--- src/rtl/gpio_pkg.sv ---
package gpio_pkg;

    localparam int BANK_W = 32;
    localparam int LAST_KIND = 10;

    typedef enum logic [3:0] {
        K_SET   = 4'd0,
        K_CLR   = 4'd1,
        K_OUT   = 4'd2,
        K_IN    = 4'd3,
        K_OE    = 4'd4,
        K_STAT  = 4'd5,
        K_IEN   = 4'd6,
        K_IDENT = 4'd7,
        K_FN0   = 4'd8,
        K_FN1   = 4'd9,
        K_TRIG  = 4'd10,
        K_NONE  = 4'd15
    } reg_kind_e;

    typedef enum logic {
        RD_IDLE = 1'b0,
        RD_RESP = 1'b1
    } rd_state_e;

    // Lanes of a bank that correspond to existing pins
    function automatic logic [BANK_W-1:0] lane_mask(input int bank, input int npins);
        logic [BANK_W-1:0] m;
        for (int i = 0; i < BANK_W; i++) begin
            m[i] = ((bank * BANK_W + i) < npins);
        end
        return m;
    endfunction

endpackage

--- src/rtl/gpio_sync.sv ---
module gpio_sync #(
    parameter int W = 8
) (
    input  logic         clk,
    input  logic         rst_n,
    input  logic [W-1:0] d,
    output logic [W-1:0] q,
    output logic [W-1:0] q_prev
);

    logic [W-1:0] stage1;

    always_ff @(posedge clk or negedge rst_n) begin
        if (!rst_n) begin
            stage1 <= '0;
            q      <= '0;
            q_prev <= '0;
        end else begin
            stage1 <= d;
            q      <= stage1;
            q_prev <= q;
        end
    end

endmodule

--- src/rtl/gpio_bank.sv ---
module gpio_bank
    import gpio_pkg::*;
#(
    parameter int BANK_IDX = 0,
    parameter int NUM_PINS = 32
) (
    input  logic              clk,
    input  logic              rst_n,
    input  logic              wr_en,
    input  reg_kind_e         kind,
    input  logic [BANK_W-1:0] wdata,
    input  logic [BANK_W-1:0] in_sync,
    input  logic [BANK_W-1:0] in_prev,
    output logic [BANK_W-1:0] out_q,
    output logic [BANK_W-1:0] oe_q,
    output logic [BANK_W-1:0] fn0_q,
    output logic [BANK_W-1:0] fn1_q,
    output logic [BANK_W-1:0] stat_q,
    output logic [BANK_W-1:0] ien_q,
    output logic [BANK_W-1:0] trig_q,
    output logic [BANK_W-1:0] ident
);

    localparam logic [BANK_W-1:0] VALID = lane_mask(BANK_IDX, NUM_PINS);

    logic [BANK_W-1:0] wmask;
    logic [BANK_W-1:0] clr;
    logic [BANK_W-1:0] edge_ev;
    logic [BANK_W-1:0] level_ev;
    logic [BANK_W-1:0] ev;

    assign wmask    = wdata & VALID;
    assign clr      = (wr_en && kind == K_STAT) ? wmask : '0;
    assign edge_ev  = (in_sync ^ in_prev) & ~trig_q;
    assign level_ev = in_sync & trig_q;
    assign ev       = (edge_ev | level_ev) & VALID;

    // Configuration and output registers
    always_ff @(posedge clk or negedge rst_n) begin
        if (!rst_n) begin
            out_q  <= '0;
            oe_q   <= '0;
            fn0_q  <= '0;
            fn1_q  <= '0;
            ien_q  <= '0;
            trig_q <= '0;
        end else if (wr_en) begin
            case (kind)
                K_SET:   out_q  <= out_q | wmask;
                K_CLR:   out_q  <= out_q & ~wmask;
                K_OUT:   out_q  <= wmask;
                K_OE:    oe_q   <= wmask;
                K_IEN:   ien_q  <= wmask;
                K_FN0:   fn0_q  <= wmask;
                K_FN1:   fn1_q  <= wmask;
                K_TRIG:  trig_q <= wmask;
                default: ;
            endcase
        end
    end

    // Sticky status: new events take priority over a same-cycle clear
    always_ff @(posedge clk or negedge rst_n) begin
        if (!rst_n) begin
            stat_q <= '0;
        end else begin
            stat_q <= (stat_q & ~clr) | ev;
        end
    end

    assign ident = stat_q & ien_q;

    AST_SET_DRIVES_HIGH: assert property (@(posedge clk) disable iff (!rst_n)
        (wr_en && kind == K_SET) |=> ((out_q & $past(wmask)) == $past(wmask)));
    AST_CLR_DRIVES_LOW: assert property (@(posedge clk) disable iff (!rst_n)
        (wr_en && kind == K_CLR) |=> ((out_q & $past(wmask)) == '0));
    AST_STATUS_STICKY: assert property (@(posedge clk) disable iff (!rst_n)
        !(wr_en && kind == K_STAT) |=> ((stat_q & $past(stat_q)) == $past(stat_q)));
    AST_LEVEL_PENDING: assert property (@(posedge clk) disable iff (!rst_n)
        (|(trig_q & in_sync & VALID)) |=>
        ((stat_q & $past(trig_q & in_sync & VALID)) == $past(trig_q & in_sync & VALID)));
    AST_GHOST_LANES_ZERO: assert property (@(posedge clk) disable iff (!rst_n)
        ((out_q | oe_q | stat_q | ien_q | fn0_q | fn1_q | trig_q) & ~VALID) == '0);

endmodule

--- src/rtl/gpio_pad_mux.sv ---
module gpio_pad_mux #(
    parameter int NUM_PINS = 32,
    parameter int LANES    = 3
) (
    input  logic [NUM_PINS-1:0]       gpio_out,
    input  logic [NUM_PINS-1:0]       gpio_oe,
    input  logic [NUM_PINS-1:0]       fn0,
    input  logic [NUM_PINS-1:0]       fn1,
    input  logic [LANES*NUM_PINS-1:0] alt_out,
    input  logic [LANES*NUM_PINS-1:0] alt_oe,
    output logic [NUM_PINS-1:0]       pad_out,
    output logic [NUM_PINS-1:0]       pad_oe
);

    for (genvar p = 0; p < NUM_PINS; p++) begin : g_pin
        logic [1:0] code;
        assign code = {fn1[p], fn0[p]};

        always_comb begin
            if (code == 2'd0) begin
                pad_out[p] = gpio_out[p];
                pad_oe[p]  = gpio_oe[p];
            end else begin
                pad_out[p] = alt_out[(int'(code) - 1) * NUM_PINS + p];
                pad_oe[p]  = alt_oe[(int'(code) - 1) * NUM_PINS + p];
            end
        end
    end

endmodule

--- src/rtl/gpio_bank_ctrl.sv ---
module gpio_bank_ctrl
    import gpio_pkg::*;
#(
    parameter int NUM_PINS = 40,
    parameter int ADDR_W   = 10
) (
    input  logic                  clk,
    input  logic                  rst_n,
    input  logic                  bus_wr,
    input  logic                  bus_rd,
    input  logic [ADDR_W-1:0]     bus_addr,
    input  logic [BANK_W-1:0]     bus_wdata,
    output logic [BANK_W-1:0]     bus_rdata,
    output logic                  bus_rvalid,
    input  logic [NUM_PINS-1:0]   pad_in,
    output logic [NUM_PINS-1:0]   pad_out,
    output logic [NUM_PINS-1:0]   pad_oe,
    input  logic [3*NUM_PINS-1:0] alt_out,
    input  logic [3*NUM_PINS-1:0] alt_oe,
    output logic                  irq
);

    localparam int NB   = 1 + (NUM_PINS - 1) / BANK_W;
    localparam int PADW = NB * BANK_W;

    // Input synchroniser and bank-wide extension
    logic [NUM_PINS-1:0] in_s;
    logic [NUM_PINS-1:0] in_p;
    logic [PADW-1:0]     s_ext;
    logic [PADW-1:0]     p_ext;

    gpio_sync #(.W(NUM_PINS)) u_sync (
        .clk    (clk),
        .rst_n  (rst_n),
        .d      (pad_in),
        .q      (in_s),
        .q_prev (in_p)
    );

    always_comb begin
        s_ext = '0;
        p_ext = '0;
        s_ext[NUM_PINS-1:0] = in_s;
        p_ext[NUM_PINS-1:0] = in_p;
    end

    // Address decode: word = kind * NB + bank
    logic [31:0] word_idx;
    logic [31:0] kind_num;
    logic [31:0] bank_num;
    reg_kind_e   kind;

    assign word_idx = 32'(bus_addr[ADDR_W-1:2]);
    assign kind_num = word_idx / NB;
    assign bank_num = word_idx % NB;

    always_comb begin
        if (bus_addr[1:0] == 2'b00 && kind_num <= 32'(LAST_KIND)) begin
            kind = reg_kind_e'(kind_num[3:0]);
        end else begin
            kind = K_NONE;
        end
    end

    // Bank instances
    logic [BANK_W-1:0] out_b   [NB];
    logic [BANK_W-1:0] oe_b    [NB];
    logic [BANK_W-1:0] fn0_b   [NB];
    logic [BANK_W-1:0] fn1_b   [NB];
    logic [BANK_W-1:0] stat_b  [NB];
    logic [BANK_W-1:0] ien_b   [NB];
    logic [BANK_W-1:0] trig_b  [NB];
    logic [BANK_W-1:0] ident_b [NB];
    logic [NB-1:0]     bank_hit;

    for (genvar b = 0; b < NB; b++) begin : g_bank
        assign bank_hit[b] = |ident_b[b];

        gpio_bank #(
            .BANK_IDX (b),
            .NUM_PINS (NUM_PINS)
        ) u_bank (
            .clk     (clk),
            .rst_n   (rst_n),
            .wr_en   (bus_wr && (bank_num == 32'(b)) && (kind != K_NONE)),
            .kind    (kind),
            .wdata   (bus_wdata),
            .in_sync (s_ext[b*BANK_W +: BANK_W]),
            .in_prev (p_ext[b*BANK_W +: BANK_W]),
            .out_q   (out_b[b]),
            .oe_q    (oe_b[b]),
            .fn0_q   (fn0_b[b]),
            .fn1_q   (fn1_b[b]),
            .stat_q  (stat_b[b]),
            .ien_q   (ien_b[b]),
            .trig_q  (trig_b[b]),
            .ident   (ident_b[b])
        );
    end

    // Per-pin views for the pad multiplexer
    logic [NUM_PINS-1:0] gpio_out;
    logic [NUM_PINS-1:0] gpio_oe;
    logic [NUM_PINS-1:0] fn0_all;
    logic [NUM_PINS-1:0] fn1_all;

    always_comb begin
        for (int p = 0; p < NUM_PINS; p++) begin
            gpio_out[p] = out_b[p / BANK_W][p % BANK_W];
            gpio_oe[p]  = oe_b[p / BANK_W][p % BANK_W];
            fn0_all[p]  = fn0_b[p / BANK_W][p % BANK_W];
            fn1_all[p]  = fn1_b[p / BANK_W][p % BANK_W];
        end
    end

    gpio_pad_mux #(
        .NUM_PINS (NUM_PINS),
        .LANES    (3)
    ) u_mux (
        .gpio_out (gpio_out),
        .gpio_oe  (gpio_oe),
        .fn0      (fn0_all),
        .fn1      (fn1_all),
        .alt_out  (alt_out),
        .alt_oe   (alt_oe),
        .pad_out  (pad_out),
        .pad_oe   (pad_oe)
    );

    // Read data selection
    logic [BANK_W-1:0] rd_word;

    always_comb begin
        rd_word = '0;
        for (int b = 0; b < NB; b++) begin
            if (bank_num == 32'(b)) begin
                case (kind)
                    K_OUT:   rd_word = out_b[b];
                    K_IN:    rd_word = s_ext[b*BANK_W +: BANK_W];
                    K_OE:    rd_word = oe_b[b];
                    K_STAT:  rd_word = stat_b[b];
                    K_IEN:   rd_word = ien_b[b];
                    K_IDENT: rd_word = ident_b[b];
                    K_FN0:   rd_word = fn0_b[b];
                    K_FN1:   rd_word = fn1_b[b];
                    K_TRIG:  rd_word = trig_b[b];
                    default: rd_word = '0;
                endcase
            end
        end
    end

    // Read response state machine
    rd_state_e rd_state_q;
    rd_state_e rd_state_d;

    always_comb begin
        rd_state_d = bus_rd ? RD_RESP : RD_IDLE;
    end

    always_ff @(posedge clk or negedge rst_n) begin
        if (!rst_n) begin
            rd_state_q <= RD_IDLE;
        end else begin
            rd_state_q <= rd_state_d;
        end
    end

    always_comb begin
        unique case (rd_state_q)
            RD_IDLE: bus_rvalid = 1'b0;
            RD_RESP: bus_rvalid = 1'b1;
        endcase
    end

    always_ff @(posedge clk or negedge rst_n) begin
        if (!rst_n) begin
            bus_rdata <= '0;
        end else if (bus_rd) begin
            bus_rdata <= rd_word;
        end
    end

    // Combined interrupt, registered
    always_ff @(posedge clk or negedge rst_n) begin
        if (!rst_n) begin
            irq <= 1'b0;
        end else begin
            irq <= |bank_hit;
        end
    end

    AST_READ_ANSWERED: assert property (@(posedge clk) disable iff (!rst_n)
        bus_rd |=> bus_rvalid);
    AST_NO_STRAY_RESPONSE: assert property (@(posedge clk) disable iff (!rst_n)
        !bus_rd |=> !bus_rvalid);
    AST_IRQ_HAS_SOURCE: assert property (@(posedge clk) disable iff (!rst_n)
        $rose(irq) |-> $past(|bank_hit));

endmodule

--- config.mk ---
export PLATFORM = sky130hd
export DESIGN_NAME = gpio_bank_ctrl
export DESIGN_NICKNAME = d
export VERILOG_FILES = /design/src/rtl/gpio_pkg.sv /design/src/rtl/gpio_sync.sv /design/src/rtl/gpio_bank.sv /design/src/rtl/gpio_pad_mux.sv /design/src/rtl/gpio_bank_ctrl.sv
export SDC_FILE = /design/constraint.sdc
export NUM_CORES = 1
export LEC_CHECK = 0
export BUFFER_PORTS_ARGS = -buffer_cell sky130_fd_sc_hd__clkbuf_2
export CAP_MARGIN = 10
export CELL_PAD_IN_SITES_DETAIL_PLACEMENT = 0
export CELL_PAD_IN_SITES_GLOBAL_PLACEMENT = 1
export CORE_ASPECT_RATIO = 0.9
export CORE_MARGIN = 3
export CORE_UTILIZATION = 35
export DETAILED_ROUTE_END_ITERATION = 8
export HOLD_SLACK_MARGIN = 0.1
export PLACE_DENSITY = 0.75
export RECOVER_POWER = 25
export SYNTH_ARGS = -nofsm -noshare
export SYNTH_HDL_FRONTEND = slang
export SYNTH_SLANG_ARGS = --single-unit
--- constraint.sdc ---
create_clock -name clk -period 6.9 [get_ports clk]
set_input_delay 1.035 -clock clk [delete_from_list [all_inputs] [get_ports clk]]
set_output_delay 1.035 -clock clk [all_outputs]
set_load 0.01 [all_outputs]
==> flow_metrics.py <==
metrics = {
    "clock_network": {
        "htree_levels": 2,
        "cts.clk_slew.worst_paths_ns": 0.06,
        "cts_sinks": 434,
        "cts_buffer_depth": 3,
        "post_cts_buffers": 0,
        "cts_tree": "built",
        "post_cts_resized": 0,
        "postCtsHoldBufs": 0,
        "numCtsBuffers": 48,
        "root_buffer": "clkbuf_16",
        "clk_latency_ns": 0.59,
    },
    "worst_setup_path": {
        "crit_family": "buffers and inverters",
        "cpPeakStageDelay_ns": 2.99,
        "crit_path_end": "g_bank[0].u_bank.out_q[25]",
        "worst-path-max-fanout": 76,
        "crit_path_start": "rst_n",
        "crit_chain": "clkbuf_1 -> buf_4",
        "r2r-start": "g_bank[0].u_bank.ien_q[25]",
        "critical_path_arrival_ns": 5.38,
        "worst-path-buf-inv": 2,
        "cp-start-kind": "input pin",
        "r2r_end": "irq",
        "cp_slowest_cell": "clkbuf_1",
        "crit_cells": 2,
        "cp-end-kind": "asynchronous set/reset pin",
        "worstSetupPathType": "input pin to asynchronous set/reset pin",
        "r2r_slack_ns": 4.86,
        "critPathRequiredTime_ns": 7.44,
        "r2r_cells": 5,
    },
    "finish": {
        "diodes": 0,
        "syn2layout_area_growth_pct": 17.4,
        "drive_above_1_share_pct": 33.6,
        "final_nets": 3086,
        "layout.cells.non_filler": 3728,
        "fillCellCount": 7335,
        "postLayoutCoreUtil_pct": 41.7,
    },
    "global_routing": {
        "grt-ovfl-total": 0,
        "grt_antenna_before_repair": 3,
        "grt_usage_pct": 25.6,
        "grt_pass1_wl_um": 156000,
        "grt_pass1_vias": 22600,
        "grt_max_degree": 150,
    },
    "sta": {
        "setup_tns_ns": 0,
        "setup_violations": 0,
        "max_freq_ghz": 0.206,
        "final-max-slew-violation-count": 75,
        "tightestPinTransition_ns": 4.37,
        "rsz0062_at_grt": "false",
        "min_period_ns": 4.84,
        "period_share_pct": 70.2,
        "relSlewSlack_pct": -191,
        "finClkSkew_ns": 0.0155,
        "final_hold_viol_count": 0,
    },
    "synthesis": {
        "yosysSeqAreaShare_pct": 40.0,
        "synth_area_leaders": "dfrtp_1, mux4_2, mux2i_1, mux2_4, ha_1",
        "ys_ff_latch": 434,
        "avgSynthCellArea_um2": 11.9,
        "ys.flop_type": "dfrtp_1",
        "async_flop_share_pct": 100,
        "syn_inst": 2286,
        "synth_edf_count": 0,
        "syn-cell-area_um2": 27200,
        "yosysWarnings": 0,
        "yosys.area.top_type": "dfrtp_1",
        "yosysUniqueCellTypes": 75,
        "synth_nets": 2708,
        "netlist.area_leader.share_pct": 40.0,
    },
    "drt": {
        "vias": 22100,
        "vias_per_cell": 5.92,
        "postRouteAntennaNets": 0,
        "wirelength_um": 106000,
        "wl_per_cell_um": 28.5,
        "drtIter0Drc": 2243,
        "drt-pass1-iter-count": 8,
        "drc_errors": 0,
    },
    "hold_path": {
        "hold-path-cell-count": 0,
        "hold_path_class": "flop to flop",
    },
    "placed_design": {
        "hpwl_um": 79300,
        "place_inst": 3643,
        "gp_congestion": 0.949,
        "port_buffers": 439,
    },
    "run_status": {
        "violations": "capacitance limit, slew limit",
        "outcome": "finished with violations",
    },
    "die": {
        "core_area_um2": 76500,
        "die_h_um": 270,
        "boundaryPins": 440,
        "start_util_pct": 35.5,
        "rows": 96,
        "die_width_um": 300,
        "fp.dieArea_um2": 81000,
    },
    "pwr": {
        "peakVddDrop_v": 0.000160,
        "p_leak_nw": 14.5,
        "p_per_area_nw_per_um2": 188,
    },
    "job": {
        "cap_violations": 1,
    },
}
-- report_power, final --
part	switching (mW)	internal, mW
Clock	1.07	1.71
Sequential	0.0248	2.58
Combinational	0.360	0.245
Total	1.45	4.54
-- flip-flops by register name (all words and copies together) (netlist names) --
register and count:
bus_rdata 32, g_bank.u_bank.fn0_q 40, g_bank.u_bank.fn1_q 40, g_bank.u_bank.ien_q 40, g_bank.u_bank.oe_q 40, g_bank.u_bank.out_q 40
g_bank.u_bank.stat_q 40, g_bank.u_bank.trig_q 40, irq 1, rd_state_q 1, u_sync.q 40, u_sync.q_prev 40
u_sync.stage1 40
-- synth_stat cells, drive strengths merged, types with 35 or more instances --
library cell / n
ha: 96
a21oi: 45
nor2b: 48
nand2b: 36
clkbuf: 76
mux4: 160
nand4: 52
nor2: 35
o21ai: 211
xnor2: 40
mux2i: 170
dfrtp: 434
and3b: 41
buf: 69
mux2: 179
inv: 122
a22o: 61
nand2: 143
-- stage by stage --
step	total power [mW]	area (um2)	setup WS, ns	hold slack, ns
2_1_floorplan	2.91	27200	3.52	0.331
3_3_place_gp	3.25	30200	2.34	0.335
3_5_place_dp	3.25	30200	2.23	0.335
4_1_cts	6.02	31900	2.32	0.346
5_1_grt	6.17	31900	1.23	0.354
6_report	5.99	31900	2.06	0.345
-- cell usage in the layout (no fill, tap or decap), drive strengths merged, types with 30 or more instances in the layout --
master	synthesis	layout
ha	96	96
clkbuf	76	506
buf	69	36
a22o	61	61
mux2i	170	170
nand2b	36	36
mux4	160	160
nor2	35	35
o21ai	211	211
nand4	52	52
inv	122	122
and3b	41	41
nand3	30	30
xnor2	40	40
nand2	143	143
nor2b	48	48
mux2	179	179
dfrtp	434	434
a21oi	45	45
-- area by class of cell --
cell class              count  area, um2  area share, %
inverters                 123        462           1.45
repair buffers            473       2460           7.70
well taps                1029       1290           4.04
flip-flops and latches    434      10900           34.0
clock inverters            16        288          0.902
clock buffers              69       1410           4.42
multi-input cells        1584      15100           47.5
-- cell families after synthesis --
logic type,count (synthesis),share of synthesized area (%)
adders and majority gates,96,4.42
AOI/OAI and AO/OA,477,11.7
buffers and inverters,268,4.50
muxes,509,28.3
xor gates and xnor gates,40,1.29
DFF,434,40.0
and+or+nand+nor,462,9.86
-- worst min path at each step --
stage / start / slack, ns / endpoint
final: u_sync.stage1[37] / 0.34 / u_sync.q[37]
after detailed placement: u_sync.stage1[29] / 0.33 / u_sync.q[29]
after global routing: u_sync.stage1[37] / 0.35 / u_sync.q[37]
after global placement: u_sync.stage1[21] / 0.34 / u_sync.q[21]
after CTS: u_sync.stage1[29] / 0.35 / u_sync.q[29]
after floorplan: u_sync.stage1[0] / 0.33 / u_sync.q[0]
-- layer usage --
metal | part of all wire, % | global-route usage (%) | vias to the layer above | wire (um)
met4 | 3.5 | 8.70 | 2 | 3670
met1 | 41 | 34.4 | 11300 | 43300
met3 | 8.7 | 5.19 | 206 | 9200
li1 | - | - | 9380 | -
met2 | 47 | 41.4 | 1178 | 50000
met5 | 0.012 | 0 | - | 13
Power figures use the tool's default switching activity.
